### src/rtl/mtc_pkg.sv
package mtc_pkg;
    parameter int AW = 32;
    parameter int DW = 64;

    typedef enum logic [0:0] {ST_FILL, ST_RUN} mtc_state_e;

    typedef struct packed {
        logic          rd;
        logic [1:0]    size_log;
        logic [AW-1:0] addr;
        logic [DW-1:0] exp_d;
    } mtc_entry_t;

    // byte enables for an access of 2^s bytes, right-justified
    function automatic logic [DW/8-1:0] byte_en(input logic [1:0] s);
        logic [DW/8-1:0] m;
        for (int i = 0; i < DW/8; i++) m[i] = (i < (1 << s));
        return m;
    endfunction

    // bit mask over the low 2^s bytes
    function automatic logic [DW-1:0] size_mask(input logic [1:0] s);
        logic [DW-1:0] m;
        for (int i = 0; i < DW/8; i++) m[i*8 +: 8] = (i < (1 << s)) ? 8'hFF : 8'h00;
        return m;
    endfunction
endpackage

### src/rtl/mtc_tag_table.sv
module mtc_tag_table
    import mtc_pkg::*;
#(
    parameter int TW    = 2,
    parameter int DEPTH = 1 << TW
) (
    input  logic          clk,
    input  logic          rst,
    input  logic          alloc,
    input  mtc_entry_t    alloc_d,
    output logic [TW-1:0] alloc_tag,
    output logic          full,
    input  logic          rel,
    input  logic [TW-1:0] look_tag,
    output logic          look_valid,
    output mtc_entry_t    look_d
);
    logic [DEPTH-1:0] v_vec;
    mtc_entry_t       d_arr [DEPTH];

    for (genvar g = 0; g < DEPTH; g++) begin : g_ent
        logic       v;
        mtc_entry_t d;
        always_ff @(posedge clk) begin
            if (rst) begin
                v <= 1'b0;
            end else if (alloc && alloc_tag == TW'(g)) begin
                v <= 1'b1;
                d <= alloc_d;
            end else if (rel && look_tag == TW'(g)) begin
                v <= 1'b0;
            end
        end
        assign v_vec[g] = v;
        assign d_arr[g] = d;
    end

    always_comb begin
        logic found;
        found     = 1'b0;
        alloc_tag = '0;
        for (int i = 0; i < DEPTH; i++) begin
            if (!v_vec[i] && !found) begin
                alloc_tag = TW'(i);
                found     = 1'b1;
            end
        end
    end

    assign full       = &v_vec;
    assign look_valid = v_vec[look_tag];
    assign look_d     = d_arr[look_tag];


    alloc_room_chk: assert property (@(posedge clk) disable iff (rst) alloc |-> !full);
endmodule

### config.mk
export PLATFORM = sky130hd
export DESIGN_NAME = mtc_tag_table
export DESIGN_NICKNAME = d
export VERILOG_FILES = /design/src/rtl/mtc_pkg.sv /design/src/rtl/mtc_tag_table.sv
export SDC_FILE = /design/constraint.sdc
export NUM_CORES = 1
export LEC_CHECK = 0
export BUFFER_PORTS_ARGS = -buffer_cell sky130_fd_sc_hd__buf_2
export CORE_UTILIZATION = 54
export DETAILED_ROUTE_END_ITERATION = 8
export PLACE_DENSITY = 0.84
export SLEW_MARGIN = 10
export SYNTH_ARGS = -nofsm -noshare
export SYNTH_HDL_FRONTEND = slang
export SYNTH_SLANG_ARGS = --single-unit
### constraint.sdc
create_clock -name clk -period 12.92 [get_ports clk]
set_clock_uncertainty 0.05 [all_clocks]
set_input_delay 2.584 -clock clk [delete_from_list [all_inputs] [get_ports clk]]
set_output_delay 2.584 -clock clk [all_outputs]
set_load 0.05 [all_outputs]
# After elaboration in Yosys (flattened, before gate mapping)
# Index checks and enable logic that the tools add are counted.
# totals
reg_bits	400
word_cells	76
# classes
n_lt_le_gt_ge	2
eq_ne	6
n_mux	19
bitwise_logic	2
n_reduce_logical	27
# ops
op	n
binary-select mux 99 bit (select 2 bit)	1
two-way mux 99 bit	2
two-way mux 1 bit	13
logical AND 1 bit	11
== test 2 bit, second input constant	4
AND reduction 2 bit	4
nonzero test 2 bit	4
logical NOT 1 bit	5
== test 2 x 1 -> 1 bit, second input constant	2
logical NOT 2 bit	2
two-way mux 2 bit	2
AND reduction 4 bit	1
greater-or-equal comparator 3 bit, second input constant	1
less-than comparator 2 x 3 -> 1 bit, second input constant	1
inverter 2 -> 3 bit	1
binary-select mux 1 bit (select 2 bit)	1
inverter 1 bit	1

# Longest topological paths before layout
# logic_depth
word_depth	12
depth_mapped	4
mapped_depth_nobuf	2

# Worst setup path after synthesis
# OpenSTA, ideal clock, no wires.
# synth_path
kind	input -> register
from	in rst
to	reg g_ent[1].d, in the netlist d_arr[198] (enable)
setup_time_ns	0.679
arrival_time_ns	9.439
path_slack_ns	2.752
path_stages	2
path_buffers	0
cell_sequence	nand2b_1 > nor3_1
# synth_between
elab_chain_len	2
# synth_lines
item	line	rtl
from (decl)	mtc_tag_table.sv:8	input logic rst,
inverter 1 bit (no source line)	--	
AND reduction 2 bit (no source line)	--	
to (signal assigned)	mtc_tag_table.sv:29	d <= alloc_d;
to (decl)	mtc_tag_table.sv:23	mtc_entry_t d;
# No other way between the ends.
# A chain may end at the register's enable or synchronous reset.

==> results.txt <==
Cts bufs inserted: 40
Post-synthesis cell area: 0.01461 mm2
Iteration-0 DRC Markers: 518
Fin crit period: 7613 ps
Post-CTS Setup Bufs: 0
Sequential-to-total area share from yosys stat: 81.95%
Vias in the first global route: 7203
Setup crit start kind: primary input
Slew headroom: 33.98%
Status: finished, violations left
Synth unique cells: 24
Largest family of logic cells by synthesized area: multiplexers
CTS HTree Levels: 2
Simple-gate area share of the yosys netlist: 0.7195%
Placed cells: 1079
Die footprint: 0.02771 mm2
Fraction of layout cells with a size suffix above 1: 46.13%
Setup_tns: 0 ps
GRT overflow: 0
Post-Syn Nets: 656
HPWL Detailed: 15.13 mm
Starting Density: 55.58%
Fill count: 1677
Synthesis-to-layout area growth: 17.69%
Adder-Cell Fraction of Synth Area: 0%
Initial antenna violation count: 7
RSZ-0062 raised after global routing: no
Port bufs: 207
Final GP Congestion: 0.7313
Final Hold Viols: 0
Synth warnings: 0
Clock buffer depth: 3
Worst vdd ir: 0.1376 mV
Synth Instances: 551
Xor/xnor cell area share of the yosys netlist: 0%
Clock sink total: 400
Post-synthesis mux area share: 15.42%
Core Area: 0.02628 mm2
Worst hold path class: reg2reg
Die Ht: 166.5 um
Hold buffer count at cts: 0
Root buf cell: clkbuf_16
LEAKAGE: 5.796 nW
R2r setup slk: 10040 ps
GRT Util Overall: 19.79%
Die X-Extent: 166.5 um
Critical Path AT: 4980 ps
Number of detailed-route iterations in the first pass: 7
Routed wire length: 26.62 mm
Syn avg cell area: 26.51 um2
CP endpoint kind: primary output
Clk_lat worst skew: 540 ps
Io pins: 208
Reg clk slew, reported paths: 60 ps
DRC Markers: 22
Vias: 6583
Final setup viols: 0
Non-filler instance count after layout: 1154
Pwr Density: 159.2 mW/mm2
# resized after CTS: 0
Fin crit share: 58.92%
CTS tree: yes
Largest net degree at the start of global routing: 72
Wire per inst: 23.07 um
Compound-cell area share of the yosys netlist: 0.3683%
Fin. max-slew vios: 0
CP Data Required Time: 10290 ps
Final nets: 891
Register bit total from synthesis: 400
First-pass GRT wire length: 41.06 mm
Crit Path Category: in2out
# rows: 59
Vias per cell: 5.705
Max FO, Critical Path: 59
F_max: 0.1314 GHz
Number of max-cap violations: 0
Worst-margin pin slew: 990.3 ps
Failing checks: design-rule violations
Final ANT Viol Nets: 0
synthesized netlist by cell type:
| cell type | n | area share [%] |
|---|---|---|
| edfxtp_1 | 396 | 81 |
| mux4_2 | 100 | 15 |
| buf_2 | 12 | 0.41 |
| buf_12 | 6 | 0.82 |
| dfxtp_1 | 4 | 0.55 |
| nand2b_1 | 4 | 0.17 |
| a21oi_1 | 3 | 0.10 |
| clkbuf_1 | 3 | 0.077 |
| nor2_1 | 3 | 0.077 |
| and3b_1 | 2 | 0.12 |
| buf_4 | 2 | 0.10 |
| inv_1 | 2 | 0.051 |
| nand2_1 | 2 | 0.051 |
| o32ai_1 | 2 | 0.12 |
| a211oi_1 | 1 | 0.051 |
| and3_1 | 1 | 0.043 |
| buf_6 | 1 | 0.077 |
| nand3_1 | 1 | 0.034 |
| nand4b_1 | 1 | 0.060 |
| nor3_1 | 1 | 0.034 |
| nor4b_1 | 1 | 0.060 |
| nor4bb_1 | 1 | 0.069 |
| o21bai_1 | 1 | 0.051 |
| o22ai_1 | 1 | 0.043 |
per-stage QoR:
stage | instance area (um2) | hold slack, ps | worst slack [ps] | util (%) | total power [mW]
6_report | 17190 | 527.1 | 5307 | 65.42 | 2.737
5_1_grt | 17180 | 555.7 | 5032 | 65.39 | 2.819
4_1_cts | 17180 | 516.9 | 5207 | 65.38 | 2.761
3_5_place_dp | 15960 | 508.9 | 5227 | 60.73 | 1.693
3_3_place_gp | 15960 | 479.3 | 5212 | 60.73 | 1.688
2_1_floorplan | 14610 | 444.8 | 2752 | - | 1.637
logic make-up after synthesis:
logic type      Yosys count
compound gates            8
buf+inv                  26
mux                     100
flops                   400
simple gates             17
registers in the layout (all words and copies together) (netlist names):
| signal | flops |
|---|---|
| d_arr | 396 |
| g_ent.v | 4 |
cell type report:
| cell class | count | area, um2 | area share [%] |
|---|---|---|---|
| timing repair buffer | 217 | 1120 | 6.514 |
| clock buffer | 48 | 1031 | 5.997 |
| tap | 335 | 419.2 | 2.438 |
| antenna | 4 | 10.01 | 0.05822 |
| inverter | 2 | 7.507 | 0.04367 |
| multi-input combinational | 125 | 2442 | 14.21 |
| clock inverter | 23 | 190.2 | 1.106 |
| sequential | 400 | 11970 | 69.64 |
placed cells by master (no fill, tap or decap), types with 4 or more instances in the layout:
cell | Yosys | final
buf_2 | 12 | 205
buf_4 | 2 | 11
clkbuf_1 | 3 | 8
clkbuf_16 | 0 | 40
clkinv_1 | 0 | 8
clkinv_2 | 0 | 8
dfxtp_1 | 4 | 4
diode_2 | 0 | 4
edfxtp_1 | 396 | 396
mux4_2 | 100 | 100
nand2b_1 | 4 | 4
routing by layer:
layer  up-vias  share of wire, %  GRT usage, %
met2       257                50         32.92
met4        10               2.3         6.159
li1       2871                 -             -
met3        61               9.2         6.630
met5         -              0.23             0
met1      3384                39         24.81
where the power goes:
group / switching (mW) / internal (mW) / leakage [nW]
sequential: 0.00653 / 1.45 / 3.63
combinational: 0.142 / 0.0620 / 1.57
clock: 0.459 / 0.613 / 0.596
final timing paths:
check                                              from                       to  depth (start not counted)
worst max register to register  g_ent[1].v$_SDFFE_PP0P_      d_arr[50]$_DFFE_PP_                          4
worst max-delay path                        look_tag[0]               look_d[37]                          4
worst min register to register  g_ent[3].v$_SDFFE_PP0P_  g_ent[3].v$_SDFFE_PP0P_                          2
worst min-delay path            g_ent[3].v$_SDFFE_PP0P_  g_ent[3].v$_SDFFE_PP0P_                          2
critical path, stage by stage:
cell and delay (ps):
buf_6 570, buf_4 830, mux4_2 630, buf_2 230
No activity file was read; power rests on OpenSTA's default activity.
